==> src/rtl/usec_timer_pkg.sv <==
package usec_timer_pkg;
  localparam int unsigned CNT_W_DEF   = 12;
  localparam int unsigned BUS_W_DEF   = 8;
  localparam int unsigned DIV_DEF     = 12;
  localparam int unsigned FAST_BIT_DEF = 6;
  localparam int unsigned SLOW_BIT_DEF = 9;
  localparam int unsigned NTICK       = 2;
  localparam int unsigned TICK_FAST   = 0;
  localparam int unsigned TICK_SLOW   = 1;
endpackage

==> src/rtl/usec_prescale.sv <==
module usec_prescale #(
  parameter int unsigned DIV = 12
) (
  input  logic clk,
  input  logic rst_n,
  output logic step_en
);
  localparam int unsigned PW = (DIV > 1) ? $clog2(DIV) : 1;
  localparam logic [PW-1:0] LAST = PW'(DIV - 1);

  logic [PW-1:0] phase;

  assign step_en = (phase == LAST);

  always_ff @(posedge clk) begin
    if (!rst_n)       phase <= '0;
    else if (step_en) phase <= '0;
    else              phase <= phase + PW'(1);
  end

  // enable never lasts more than one cycle
  assert_en_single_R2: assert property (@(posedge clk) disable iff (!rst_n)
    step_en |=> !step_en);
endmodule

==> src/rtl/usec_counter.sv <==
module usec_counter
  import usec_timer_pkg::*;
#(
  parameter int unsigned CNT_W    = 12,
  parameter int unsigned FAST_BIT = 6,
  parameter int unsigned SLOW_BIT = 9
) (
  input  logic             clk,
  input  logic             rst_n,
  input  logic             step_en,
  output logic [CNT_W-1:0] count,
  output logic [NTICK-1:0] ticks
);
  localparam int unsigned TBIT [NTICK] = '{FAST_BIT, SLOW_BIT};

  logic [CNT_W-1:0] count_nxt;
  assign count_nxt = count + CNT_W'(1);

  always_ff @(posedge clk) begin
    if (!rst_n)       count <= '0;
    else if (step_en) count <= count_nxt;
  end

  for (genvar g = 0; g < NTICK; g++) begin : g_tick
    localparam logic [CNT_W-1:0] LOWM = CNT_W'((1 << (TBIT[g] + 1)) - 1);
    localparam logic [CNT_W-1:0] EDGEV = CNT_W'(1 << TBIT[g]);

    always_ff @(posedge clk) begin
      if (!rst_n) ticks[g] <= 1'b0;
      else        ticks[g] <= step_en && !count[TBIT[g]] && count_nxt[TBIT[g]];
    end

    // a tick marks the first cycle after the watched bit rose
    assert_tick_pos_R8: assert property (@(posedge clk) disable iff (!rst_n)
      ticks[g] |-> ((count & LOWM) == EDGEV));
    assert_tick_width_R9: assert property (@(posedge clk) disable iff (!rst_n)
      ticks[g] |=> !ticks[g]);
    assert_tick_src_R8: assert property (@(posedge clk) disable iff (!rst_n)
      ticks[g] |-> $past(step_en));
  end

  // one step per enable, frozen otherwise
  assert_step_R2: assert property (@(posedge clk) disable iff (!rst_n)
    step_en |=> (count == $past(count) + CNT_W'(1)));
  assert_idle_R2: assert property (@(posedge clk) disable iff (!rst_n)
    !step_en |=> $stable(count));
  // rollover to zero
  assert_wrap_R3: assert property (@(posedge clk) disable iff (!rst_n)
    (step_en && (&count)) |=> (count == '0));
endmodule

==> src/rtl/usec_read_latch.sv <==
module usec_read_latch #(
  parameter int unsigned CNT_W = 12,
  parameter int unsigned BUS_W = 8
) (
  input  logic             clk,
  input  logic             rst_n,
  input  logic             rd_lo_stb,
  input  logic             rd_hi_stb,
  input  logic [CNT_W-1:0] count,
  output logic [BUS_W-1:0] rd_data,
  output logic             rd_valid
);
  localparam int unsigned HI_W  = CNT_W - BUS_W;
  localparam int unsigned PAD_W = BUS_W - HI_W;

  logic [HI_W-1:0] held_hi;
  logic [BUS_W-1:0] hi_word;

  assign hi_word = {{PAD_W{1'b0}}, held_hi};

  always_ff @(posedge clk) begin
    if (!rst_n) begin
      held_hi  <= '0;
      rd_data  <= '0;
      rd_valid <= 1'b0;
    end else begin
      rd_valid <= rd_lo_stb | rd_hi_stb;
      if (rd_lo_stb) begin
        held_hi <= count[CNT_W-1:BUS_W];
        rd_data <= count[BUS_W-1:0];
      end else if (rd_hi_stb) begin
        rd_data <= hi_word;
      end
    end
  end

  // low read snapshots the upper bits
  assert_capture_R5: assert property (@(posedge clk) disable iff (!rst_n)
    rd_lo_stb |=> (held_hi == $past(count[CNT_W-1:BUS_W])));
  // nothing but a low read changes the snapshot
  assert_keep_R6: assert property (@(posedge clk) disable iff (!rst_n)
    !rd_lo_stb |=> $stable(held_hi));
  // valid follows exactly one cycle after a strobe
  assert_valid_R4: assert property (@(posedge clk) disable iff (!rst_n)
    (rd_lo_stb || rd_hi_stb) |=> rd_valid);
  assert_novalid_R4: assert property (@(posedge clk) disable iff (!rst_n)
    !(rd_lo_stb || rd_hi_stb) |=> !rd_valid);
endmodule

==> src/rtl/usec_timer.sv <==
module usec_timer
  import usec_timer_pkg::*;
#(
  parameter int unsigned CNT_W    = CNT_W_DEF,
  parameter int unsigned BUS_W    = BUS_W_DEF,
  parameter int unsigned DIV      = DIV_DEF,
  parameter int unsigned FAST_BIT = FAST_BIT_DEF,
  parameter int unsigned SLOW_BIT = SLOW_BIT_DEF
) (
  input  logic             clk,
  input  logic             rst_n,
  input  logic             rd_lo_stb,
  input  logic             rd_hi_stb,
  output logic [BUS_W-1:0] rd_data,
  output logic             rd_valid,
  output logic             tick_fast,
  output logic             tick_slow
);
  logic             step_en;
  logic [CNT_W-1:0] count;
  logic [NTICK-1:0] ticks;

  usec_prescale #(.DIV(DIV)) u_pre (
    .clk(clk), .rst_n(rst_n), .step_en(step_en)
  );

  usec_counter #(.CNT_W(CNT_W), .FAST_BIT(FAST_BIT), .SLOW_BIT(SLOW_BIT)) u_cnt (
    .clk(clk), .rst_n(rst_n), .step_en(step_en), .count(count), .ticks(ticks)
  );

  usec_read_latch #(.CNT_W(CNT_W), .BUS_W(BUS_W)) u_rd (
    .clk(clk), .rst_n(rst_n), .rd_lo_stb(rd_lo_stb), .rd_hi_stb(rd_hi_stb),
    .count(count), .rd_data(rd_data), .rd_valid(rd_valid)
  );

  assign tick_fast = ticks[TICK_FAST];
  assign tick_slow = ticks[TICK_SLOW];

  // the slow tick lands on a count where the fast bit is clear
  assert_tick_apart_R9: assert property (@(posedge clk) disable iff (!rst_n)
    !(tick_fast && tick_slow));
endmodule

==> config.mk <==
export PLATFORM = sky130hd
export DESIGN_NAME = usec_timer
export DESIGN_NICKNAME = d
export VERILOG_FILES = /design/src/rtl/usec_timer_pkg.sv /design/src/rtl/usec_prescale.sv /design/src/rtl/usec_counter.sv /design/src/rtl/usec_read_latch.sv /design/src/rtl/usec_timer.sv
export SDC_FILE = /design/constraint.sdc
export NUM_CORES = 1
export LEC_CHECK = 0
export ABC_AREA = 0
export BUFFER_PORTS_ARGS = -buffer_cell sky130_fd_sc_hd__buf_4
export CAP_MARGIN = 20
export CORE_MARGIN = 2
export CORE_UTILIZATION = 45
export CTS_CLUSTER_DIAMETER = 80
export CTS_CLUSTER_SIZE = 30
export DETAILED_ROUTE_END_ITERATION = 16
export PLACE_DENSITY = 0.73
export SYNTH_ARGS = -nofsm -noshare
export SYNTH_HDL_FRONTEND = slang
export SYNTH_HIERARCHICAL = 1
export SYNTH_SLANG_ARGS = --single-unit
==> constraint.sdc <==
create_clock -name clk -period 1.8 [get_ports clk]
set_clock_uncertainty 0.1 [all_clocks]
set_input_delay 0.36 -clock clk [delete_from_list [all_inputs] [get_ports clk]]
set_output_delay 0.36 -clock clk [all_outputs]
set_load 0.005 [all_outputs]
Word level (Yosys, flattened, before mapping)

Cells that the tools add are included.

Register bits after elaboration: 31
Input bits: 4

Multiplexer cells: 2
Add/sub/neg operators: 2
Equal/unequal tests: 1
Reduce and logical (&&, ||, !) cells: 8
Bitwise gates (word level): 2

Operators by type and width:

| cell                    | number |
|---|---|
| $mux W8                 | 2 |
| $add A12 B1 Y12 const B | 1 |
| $add A4 B1 Y4 const B   | 1 |
| $eq A4 B4 Y1 const B    | 1 |
| $logic_and A1 B1 Y1     | 4 |
| $logic_not A1 Y1        | 2 |
| $reduce_bool A2 Y1      | 1 |
| $reduce_or A2 Y1        | 1 |
| $not A1 Y1              | 1 |
| $or A1 B1 Y1            | 1 |

Longest topological paths before layout

Gate-level depths: netlist of run 1.

Depth in word-level cells: 3
Gate-level depth with buffers: 7
Gate-level depth less buffers: 5

By module

Netlist of run 1, hierarchy kept.

Modules (own cells, without submodules):

| module          | cells each | seq. area each (um2) | area each (um2) | times used |
|---|---|---|---|---|
| usec_counter    | 64         | 280.3                | 616.8           | 1 |
| usec_read_latch | 50         | 260.2                | 548.0           | 1 |
| usec_prescale   | 18         | 80.1                 | 175.2           | 1 |

Worst setup path before layout of run 1

Ideal clock, no wire load.

Path kind: reg2reg
Start point: register u_pre.phase[0]
End point: register u_cnt.count[8]
Setup slack: 0.015 ns
Buffers on the path: 2
Required time: 1.629 ns
Library setup time: 0.071 ns
Stages on the path, launching flop included: 8
Period minus slack after synthesis: 1.785 ns
Arrival time: 1.614 ns
Path through: dfxtp_1 -> ha_1 -> and3b_2 -> buf_2 -> nand4_4 -> clkbuf_8 -> or3_1 -> a21oi_1

Word-level cells in the longest chain between the ends: 1

RTL lines:

| element                | RTL line            | source |
|---|---|---|
| start, declared        | usec_prescale.sv:11 | `logic [PW-1:0] phase;` |
| start signal, assigned | usec_prescale.sv:18 | `else phase <= phase + PW'(1);` |
| $eq A4 B4 Y1           | usec_prescale.sv:13 | `assign step_en = (phase == LAST);` |
| named net step_en      | usec_timer.sv:19    | `logic step_en;` |
| end signal, assigned   | usec_counter.sv:21  | `else if (step_en) count <= count_nxt;` |
| end, declared          | usec_counter.sv:11  | `output logic [CNT_W-1:0] count,` |

The timed path passes the listed nets, and every way through them passes these cells.
A chain may end at the register's enable or synchronous reset.

Worst setup path after layout of run 1

Start point: register u_pre.phase[0]
End point: register u_cnt.count[10]

Same word-level chain as after synthesis.

==> impl_metrics.env, run 1 <==
export IMPL_status="finished, final reports clean"
export IMPL_fillCellCount=252
export IMPL_final_nets=159
export IMPL_syn_instance_count=132
export IMPL_cp_top_family="simple AND/OR/NAND/NOR gates"
export IMPL_avgSynthCellArea_um2=10.15
export IMPL_leakage_uw=0.0006601
export IMPL_clockBufferDepth=2
export IMPL_cts_root_buf="clkbuf_4"
export IMPL_power_uw=1150
export IMPL_worstPathCellList="ha_4 -> and3b_2 -> nand4_4 -> or4_1 -> a21oi_1"
export IMPL_drive_gt1_frac=0.2662
export IMPL_cp_num_buf_inv=0
export IMPL_grt_pass1_wl_um=4388
export IMPL_required_ns=1.97
export IMPL_synthFlopType="dfxtp_1"
export IMPL_synth_edff_count=0
export IMPL_wire_per_inst_um=14.43
export IMPL_drt_pass1_iterations=4
export IMPL_clk_latency_ns=0.33
export IMPL_yosysSeqAreaShare=0.4631
export IMPL_overflow=0
export IMPL_fin_tns_setup_ns=0
export IMPL_cp_arrival_ns=1.90
export IMPL_hold_path_class="input pin to flip-flop"
export IMPL_ctsHtreeMaxLevel=2
export IMPL_yosys_area_top_type="dfxtp_1"
export IMPL_slowest_delay_ns=0.53
export IMPL_worst_slew_pin_slew_ns=0.3767
export IMPL_fin_crit_ns=1.728
export IMPL_routed_wirelength_um=2669
export IMPL_synth_top_area_frac=0.4631
export IMPL_antenna_cells=0
export IMPL_coreArea_mm2=0.002781
export IMPL_synth_warnings=6
export IMPL_hold_viol_final=0
export IMPL_cts_tree="done"
export IMPL_cp_slowest_cell="or4_1"
export IMPL_period_share=0.9599
export IMPL_startpoint_type="flip-flop"
export IMPL_synth_async_reset_ratio=0
export IMPL_io_pins=15
export IMPL_grt_antenna_before_repair=0
export IMPL_relSlewSlack=0.7486
export IMPL_max_cap_violations=0
export IMPL_drt_vias_per_instance=5.638
export IMPL_syn_to_final_growth_pct=16.81
export IMPL_place_hpwl_um=1776
export IMPL_multi_input_area_um2=693.2
export IMPL_path_class="flip-flop to flip-flop"
export IMPL_cellPowerDensity_mw_per_mm2=734.9
export IMPL_path_clk_slew_ns=0.10
export IMPL_std_cell_rows=19
export IMPL_regArea_um2=623.1
export IMPL_route_detailed_drc=0
export IMPL_numCtsBuffers=5
export IMPL_rsz0062_at_grt="false"
export IMPL_initial_core_util=0.4818
export IMPL_place_congestion=0.8069
export IMPL_irDropWorstVdd_mv=0.4753
export IMPL_die_width_um=58.57
export IMPL_grt_start_max_net_pins=22
export IMPL_cts_sinks=31
export IMPL_die_area_mm2=0.003430
export IMPL_crit_path_end_kind="flip-flop"
export IMPL_synth_area_mm2=0.001340
export IMPL_fmax_ghz=0.5787
export IMPL_synth_cell_types=37
export IMPL_synth_fp_nets=138
export IMPL_ys_ff_latch=31
export IMPL_first_iter_violations=16
export IMPL_grt_usage=0.1714
export IMPL_cp_max_fo=7
export IMPL_vias=1043
export IMPL_cts_hold_buf=0
export IMPL_setup_viol=0
export IMPL_die_h_um=58.57
export IMPL_io_buffer_count=14
export IMPL_synthTopCellsByArea="dfxtp_1 46%, mux2i_1 3.7%, mux2_1 3.4%"
export IMPL_ant_nets=0
export IMPL_grt_pass1_vias=964
export IMPL_drv_slew=0
-- metrics by stage --
| stage | instances | hold WS [ns] | utilization | worst slack [ns] | instance area (um2) |
|---|---|---|---|---|---|
| 6_report | 185 | 0.2309 | 0.5628 | 0.07212 | 1565 |
| 5_1_grt | 185 | 0.2332 | 0.5628 | 0.02610 | 1565 |
| 4_1_cts | 183 | 0.2218 | 0.5502 | 0.01702 | 1530 |
| 3_5_place_dp | 175 | 0.3698 | 0.5299 | 0.01423 | 1474 |
| 3_3_place_gp | 175 | 0.3529 | 0.5299 | 0.07515 | 1474 |
| 2_1_floorplan | 132 | 0.3413 | - | 0.01513 | 1340 |
-- cell usage after synthesis (2+ instances only) --
master and number:
dfxtp_1 31, nand2_1 12, a21oi_1 6, nor2_1 6
mux2i_1 5, nand2b_1 5, nand4_1 5, nor2b_1 5
or3b_1 5, a21boi_1 4, mux2_1 4, o211a_1 4
o21ai_0 4, buf_2 3, or3_2 3, xor2_1 3
clkbuf_1 2, ha_1 2, inv_1 2, nor3_1 2
nor4_1 2, o21a_1 2
-- placed cells by master (no fill, tap or decap), types with 2 or more instances in the layout --
cell type / instances
nor2b_1: 5
nand2_1: 12
o21ai_0: 4
mux2_1: 4
dfxtp_1: 29
xor2_1: 3
mux2i_1: 5
a21oi_1: 5
nor3_1: 2
nand2b_1: 5
or3_2: 3
inv_1: 2
or3b_1: 5
nor2_1: 6
o21a_1: 2
buf_4: 20
nor4_1: 2
clkbuf_4: 5
a21boi_1: 4
nand4_1: 5
o211a_1: 4
dfxtp_2: 2
clkinv_2: 3
-- registers in the layout, summed over array words and instances (netlist names) --
signal,count
u_pre/phase,4
u_rd/rd_data,8
u_cnt/count,12
u_rd/held_hi,4
u_cnt/ticks,2
u_rd/rd_valid,1
-- worst paths after layout --
check | start | end | slack (ns) | cells past startpoint
setup / recovery | u_pre/phase[0] | u_cnt/count[10] | 0.07 | 5
setup reg to reg | u_pre/phase[0] | u_cnt/count[10] | 0.07 | 5
hold / removal | rd_hi_stb | u_rd/rd_valid | 0.23 | 2
hold reg to reg | u_pre/phase[0] | u_pre/phase[0] | 0.37 | 1
-- timing repair --
item / CTS / global route
resized for setup: 2 / 3
pin swaps: 0 / 0
endpoints found under the setup margin: 1 / 5
endpoints found under the hold margin: 0 / 0
buffers inserted: 0 / 1
gates cloned: 0 / 1
-- cells by family (layout without fill, tap and decap cells) --
group / Yosys count / count (layout) / synth area share
simple gates: 53 / 54 / 0.2540
flops: 31 / 31 / 0.4631
mux: 9 / 9 / 0.07096
xor+xnor: 4 / 4 / 0.02615
compound gates: 24 / 24 / 0.1261
buf+inv: 9 / 30 / 0.04108
fa+ha+maj: 2 / 2 / 0.01867
-- layer usage --
metal | wire length (um) | track usage | vias up
li1 | - | - | 518
met1 | 1237 | 0.2105 | 499
met2 | 1272 | 0.2648 | 21
met3 | 109 | 0.06813 | 5
met4 | 51 | 0.07792 | 0
met5 | 0 | 0 | -
-- power by group --
| part | internal (uW) | switching (uW) | leakage, uW |
|---|---|---|---|
| Combinational | 30.6 | 33.5 | 0.000374 |
| Sequential | 698 | 9.17 | 0.000252 |
| Clock | 145 | 235 | 0.0000347 |
-- layout make-up --
type | count | share of cell area
multi-input cells | 93 | 0.4428
flip-flops and latches | 31 | 0.3981
repair buffers | 20 | 0.09592
well taps | 31 | 0.02478
clock buffers | 5 | 0.02398
clock inverters | 3 | 0.009592
inverters | 2 | 0.004796
Power figures use the tool's default switching activity.
==> run 2: changes to the inputs <==
--- a/config.mk
+++ b/config.mk
@@ -13,8 +13,7 @@
 export CTS_CLUSTER_DIAMETER = 80
 export CTS_CLUSTER_SIZE = 30
 export DETAILED_ROUTE_END_ITERATION = 16
-export PLACE_DENSITY = 0.73
+export PLACE_DENSITY = 0.74
 export SYNTH_ARGS = -nofsm -noshare
 export SYNTH_HDL_FRONTEND = slang
-export SYNTH_HIERARCHICAL = 1
 export SYNTH_SLANG_ARGS = --single-unit
==> run 2 against run 1 <==
Power is 15% higher. Sequential power decreased by 1%. Maximum frequency is 3.4% higher. Utilization rose by 0.49 points. Final cell count up 2.7%. Global-route usage rose by 0.41 points. Worst hold slack got worse by 0.020 ns. Combinational power fell by 12%. Non-clock buffer count decreased by 1. Critical endpoint is now u_cnt.count[7]. Largest cell class unchanged.
==> impl_metrics.env, run 2 <==
export IMPL_synth_top_area_frac=0.4742
export IMPL_place_hpwl_um=1873
export IMPL_routed_wirelength_um=2794
export IMPL_dp_slack_ns=0.04234
export IMPL_max_cap_violations=0
export IMPL_intPower_uw=1045
export IMPL_fillCellCount=254
export IMPL_syn_to_final_growth_pct=19.60
export IMPL_initial_core_util=0.4746
export IMPL_die_h_um=57.93
export IMPL_vias=1085
export IMPL_utilization=0.5676
export IMPL_fin_ws_ns=0.1290
export IMPL_hold_path_class="input pin to flip-flop"
export IMPL_cts_root_buf="clkbuf_4"
export IMPL_sw_frac_of_total=0.2089
export IMPL_cp_max_fo=7
export IMPL_syn_instance_count=138
export IMPL_mostFrequentLayoutCell="dfxtp_1"
export IMPL_period_share=0.9284
export IMPL_irDropWorstVdd_mv=0.7845
export IMPL_grt_pass1_wl_um=4353
export IMPL_cp_slowest_cell="dfxtp_1"
export IMPL_overflow=0
export IMPL_io_buffer_count=14
export IMPL_regArea_um2=620.6
export IMPL_wire_per_inst_um=14.71
export IMPL_fmax_ghz=0.5984
export IMPL_path_class="flip-flop to flip-flop"
export IMPL_largest_register_ffs=12
export IMPL_synth_cell_types=31
export IMPL_largest_register="u_cnt.count"
export IMPL_numCtsBuffers=5
export IMPL_hold_slack_ns=0.2109
export IMPL_crit_path_end_kind="flip-flop"
export IMPL_status="finished, final reports clean"
export IMPL_place_congestion=0.7661
export IMPL_slowest_delay_ns=0.37
export IMPL_drive_gt1_frac=0.2264
export IMPL_synth_fp_nets=144
export IMPL_cp_arrival_ns=1.80
export IMPL_cts_tree="done"
export IMPL_route_detailed_drc=0
export IMPL_synthMostInstantiatedCell="dfxtp_1"
export IMPL_setup_viol=0
export IMPL_first_iter_violations=35
export IMPL_grt_start_max_net_pins=18
export IMPL_synthTopCellsByArea="dfxtp_1 47%, mux2i_1 9.2%, nor2_1 5.4%"
export IMPL_p_seq_frac=0.529
export IMPL_antenna_cells=0
export IMPL_placed_area_mm2=0.001433
export IMPL_multi_input_area_um2=665.6
export IMPL_die_width_um=57.93
export IMPL_startpoint_type="flip-flop"
export IMPL_yosysSeqAreaShare=0.4742
export IMPL_leakage_uw=0.0006765
export IMPL_std_cell_rows=19
export IMPL_path_clk_slew_ns=0.10
export IMPL_synth_warnings=0
export IMPL_worst_slew_pin_slew_ns=0.3732
export IMPL_cts_hold_buf=0
export IMPL_drv_slew=0
export IMPL_largestRegisters="u_cnt.count: 12 flops, u_rd.rd_data: 8 flops"
export IMPL_grt_antenna_before_repair=0
export IMPL_p_sw_uw=275.9
export IMPL_avgSynthCellArea_um2=9.484
export IMPL_synthTopCellsByCount="31 x dfxtp_1, 19 x nor2_1, 12 x mux2i_1"
export IMPL_grt_pass1_vias=987
export IMPL_rsz0062_at_grt="false"
export IMPL_cts_sinks=31
export IMPL_fin_crit_ns=1.671
export IMPL_drt_vias_per_instance=5.711
export IMPL_synth_edff_count=0
export IMPL_share_comb_of_total_power=0.042
export IMPL_relSlewSlack=0.7489
export IMPL_yosys_area_top_type="dfxtp_1"
export IMPL_clk_latency_ns=0.34
export IMPL_clockBufferDepth=2
export IMPL_synth_area_mm2=0.001309
export IMPL_cp_top_family="flip-flops"
export IMPL_fin_tns_setup_ns=0
export IMPL_required_ns=1.93
export IMPL_ant_nets=0
export IMPL_cellPowerDensity_mw_per_mm2=843.7
export IMPL_hold_viol_final=0
export IMPL_grt_usage=0.1755
export IMPL_final_nets=164
export IMPL_ctsHtreeMaxLevel=2
export IMPL_synthFlopType="dfxtp_1"
export IMPL_coreArea_mm2=0.002758
export IMPL_die_area_mm2=0.003356
export IMPL_clkPwrFrac=0.429
export IMPL_cp_num_buf_inv=1
export IMPL_io_pins=15
export IMPL_ys_ff_latch=31
export IMPL_synth_async_reset_ratio=0
export IMPL_drt_pass1_iterations=5
export IMPL_layout_common_cells="31 x dfxtp_1, 19 x nor2_1, 19 x buf_4"
export IMPL_stdcell_area_mm2=0.001565
export IMPL_worstPathCellList="ha_2 -> nand4b_2 -> buf_4 -> o31ai_1 -> a21oi_1"
[run 2: worst min-delay path, cell delays in order]
cell and delay [ns]:
buf_4 0.15, nor2_1 0.05, nor2_1 0.07
[run 2: per-layer routing]
metal  global-route usage  wire, um
met1               0.1749      1153
met2               0.3036      1432
met3              0.07143       148
met4               0.1063        59
met5                    0         0
[run 2: cell type report]
cell class              count  share of cell area
multi-input cells          98              0.4253
flip-flops and latches     31              0.3965
repair buffers             19             0.09113
clock buffers               6             0.03277
well taps                  31             0.02478
clock inverters             2             0.02238
inverters                   3            0.007194
[run 2: final timing paths]
path	from	to	slack, ns	depth (start not counted)
worst min-delay path	rd_hi_stb	u_rd.rd_valid	0.21	3
worst min register to register	u_pre.phase[0]	u_pre.phase[0]	0.36	1
worst max register to register	u_pre.phase[0]	u_cnt.count[7]	0.13	5
worst max-delay path	u_pre.phase[0]	u_cnt.count[7]	0.13	5
[run 2: power by group through the flow]
| stage | logic, uW | registers, uW | clock network (uW) |
|---|---|---|---|
| CTS | 54.2 | 697 | 578 |
| global placement | 51.5 | 712 | 0 |
| finish | 56.1 | 698 | 566 |
| floorplan | 37.4 | 712 | 0 |
| detailed placement | 53.9 | 713 | 0 |
| global route | 63.0 | 699 | 608 |
[run 2: per-stage QoR]
stage | power, uW | cells
floorplan | 749.6 | 138
global placement | 763.9 | 178
detailed placement | 767.4 | 178
CTS | 1329 | 186
global route | 1370 | 190
finish | 1321 | 190
[run 2: cell families after synthesis]
kind of cell    after synthesis  synth area share
flops                        31            0.4742
xor+xnor                      2           0.01339
simple gates                 60            0.2572
mux                          16            0.1262
compound gates               17           0.07457
buf+inv                      10           0.03537
fa+ha+maj                     2           0.01912
[run 2: timing repair]
| item | CTS | global route |
|---|---|---|
| setup buffers | 0 | 3 |
| resized for setup | 0 | 2 |
| setup endpoints to repair | 0 | 7 |
==> run 3: changes to the inputs <==
--- a/config.mk
+++ b/config.mk
@@ -13,7 +13,8 @@
 export CTS_CLUSTER_DIAMETER = 80
 export CTS_CLUSTER_SIZE = 30
 export DETAILED_ROUTE_END_ITERATION = 16
-export PLACE_DENSITY = 0.74
+export PLACE_DENSITY = 0.71
+export SLEW_MARGIN = 20
 export SYNTH_ARGS = -nofsm -noshare
 export SYNTH_HDL_FRONTEND = slang
 export SYNTH_SLANG_ARGS = --single-unit
==> constraint.sdc (replaced) <==
create_clock -name clk -period 2.1 [get_ports clk]
set_clock_uncertainty 0.1 [all_clocks]
set_input_delay 0.42 -clock clk [delete_from_list [all_inputs] [get_ports clk]]
set_output_delay 0.42 -clock clk [all_outputs]
set_load 0.005 [all_outputs]
==> run 3 against run 2 <==
Critical path depth shrank 1. Wire length shrank 9.9%. Register-to-register slack gained 0.16 ns. Design area shrank 5.0%. First-iteration DRC count grew 5.7%. Combinational power shrank 22%. Setup slack gained 0.16 ns. Sequential share of layout area grew 2.1 points. Via count shrank 3.4%. Maximum frequency shrank 7.7%. Die area is the same. Critical path type unchanged. Critical endpoint unchanged. Largest power group unchanged.
==> impl_metrics.env, run 3 (synthesis gave the netlist of run 2 again) <==
export IMPL_largest_register_ffs=12
export IMPL_cellPowerDensity_mw_per_mm2=694.6
export IMPL_layout_common_cells="31 x dfxtp_1, 19 x nor2_1, 14 x buf_4"
export IMPL_cp_max_fo=15
export IMPL_cts_tree="done"
export IMPL_place_hpwl_um=1742
export IMPL_layout_cells_non_filler=184
export IMPL_crit_start="u_pre.phase[0]"
export IMPL_worst_slew_pin_slew_ns=0.6664
export IMPL_final_nets=158
export IMPL_die_h_um=57.93
export IMPL_holdPathStages=3
export IMPL_vias=1048
export IMPL_grt_usage=0.1762
export IMPL_cts_sinks=31
export IMPL_grt_start_max_net_pins=23
export IMPL_io_pins=15
export IMPL_clockBufferDepth=2
export IMPL_drive_gt1_frac=0.1765
export IMPL_rsz0062_at_grt="false"
export IMPL_startpoint_type="flip-flop"
export IMPL_first_iter_violations=37
export IMPL_overflow=0
export IMPL_fin_crit_ns=1.810
export IMPL_cts_setup_buffers=0
export IMPL_largestRegisters="u_cnt.count: 12 flops, u_rd.rd_data: 8 flops"
export IMPL_irDropWorstVdd_mv=0.5655
export IMPL_antenna_cells=0
export IMPL_drt_vias_per_instance=5.696
export IMPL_timing_rr_end="u_cnt.count[7]"
export IMPL_die_width_um=57.93
export IMPL_hold_viol_final=0
export IMPL_drv_slew=0
export IMPL_routed_wirelength_um=2517
export IMPL_fmax_ghz=0.5525
export IMPL_relSlewSlack=0.5553
export IMPL_ant_nets=0
export IMPL_coreArea_mm2=0.002758
export IMPL_timing_rr_start="u_pre.phase[0]"
export IMPL_io_buffer_count=14
export IMPL_grt_antenna_before_repair=0
export IMPL_placed_cells=176
export IMPL_max_cap_violations=0
export IMPL_leakage_uw=0.0006233
export IMPL_largest_register="u_cnt.count"
export IMPL_cp_endpoint="u_cnt.count[7]"
export IMPL_wire_per_inst_um=13.68
export IMPL_drt_pass1_iterations=4
export IMPL_setup_viol=0
export IMPL_mostFrequentLayoutCell="dfxtp_1"
export IMPL_hold_path_class="input pin to flip-flop"
export IMPL_crit_path_end_kind="flip-flop"
export IMPL_required_ns=2.25
export IMPL_post_cts_resized=0
export IMPL_fin_tns_setup_ns=0
export IMPL_cts_root_buf="clkbuf_4"
export IMPL_initial_core_util=0.4746
export IMPL_status="finished, final reports clean"
export IMPL_r2r_cells=4
export IMPL_r2r_setup_slack_ns=0.29
export IMPL_route_detailed_drc=0
export IMPL_path_clk_slew_ns=0.09
export IMPL_period_share=0.8619
export IMPL_std_cell_rows=19
export IMPL_clk_latency_ns=0.33
export IMPL_grt_pass1_vias=1026
export IMPL_hold_slack_ns=0.2905
export IMPL_syn_to_final_growth_pct=13.58
export IMPL_cp_arrival_ns=1.96
export IMPL_ctsHtreeMaxLevel=2
export IMPL_grt_pass1_wl_um=4436
export IMPL_die_area_mm2=0.003356
export IMPL_numCtsBuffers=5
export IMPL_path_class="flip-flop to flip-flop"
export IMPL_cts_hold_buf=0
export IMPL_place_congestion=0.7905
## run 3: worst min path at each step
| stage | start | endpoint | slack (ns) |
|---|---|---|---|
| floorplan | u_pre.phase[0] | u_pre.phase[0] | 0.32 |
| global placement | u_pre.phase[0] | u_pre.phase[0] | 0.32 |
| detailed placement | u_pre.phase[0] | u_pre.phase[0] | 0.34 |
| CTS | rd_hi_stb | u_rd.rd_valid | 0.27 |
| global route | rst_n | u_pre.phase[3] | 0.30 |
| finish | rd_hi_stb | u_rd.rd_valid | 0.29 |
## run 3: per-layer routing
layer,vias to the layer above,global-route usage,routed length [um]
li1,513,-,-
met1,506,0.2065,1094
met2,23,0.2890,1244
met3,6,0.06920,137
met4,0,0.06977,40
met5,-,0,0
## run 3: critical path, stage by stage (launching register included)
cell and delay, ns:
dfxtp_1 0.36, ha_1 0.29, nand4b_4 0.25, or4_1 0.59, a21oi_1 0.16
## run 3: area by class of cell
class,instances,area (um2)
sequential,31,620.6
inverter,3,11.26
timing repair buffer,14,105.1
clock buffer,8,68.82
fill,252,1271
tap,31,38.79
multi-input combinational,97,641.9
## run 3: power by group
part | switching [uW] | internal [uW]
Combinational | 26.4 | 17.4
Sequential | 3.94 | 593
Clock | 195 | 197
## run 3: per-stage QoR
step	total power, uW	instance area (um2)	worst slack (ns)	utilization
6_report	1032	1486	0.2900	0.5390
5_1_grt	1076	1486	0.1320	0.5390
4_1_cts	1049	1486	0.2961	0.5390
3_5_place_dp	654.8	1418	0.3383	0.5141
3_3_place_gp	652.0	1418	0.4357	0.5141
2_1_floorplan	642.5	1309	0.5523	-
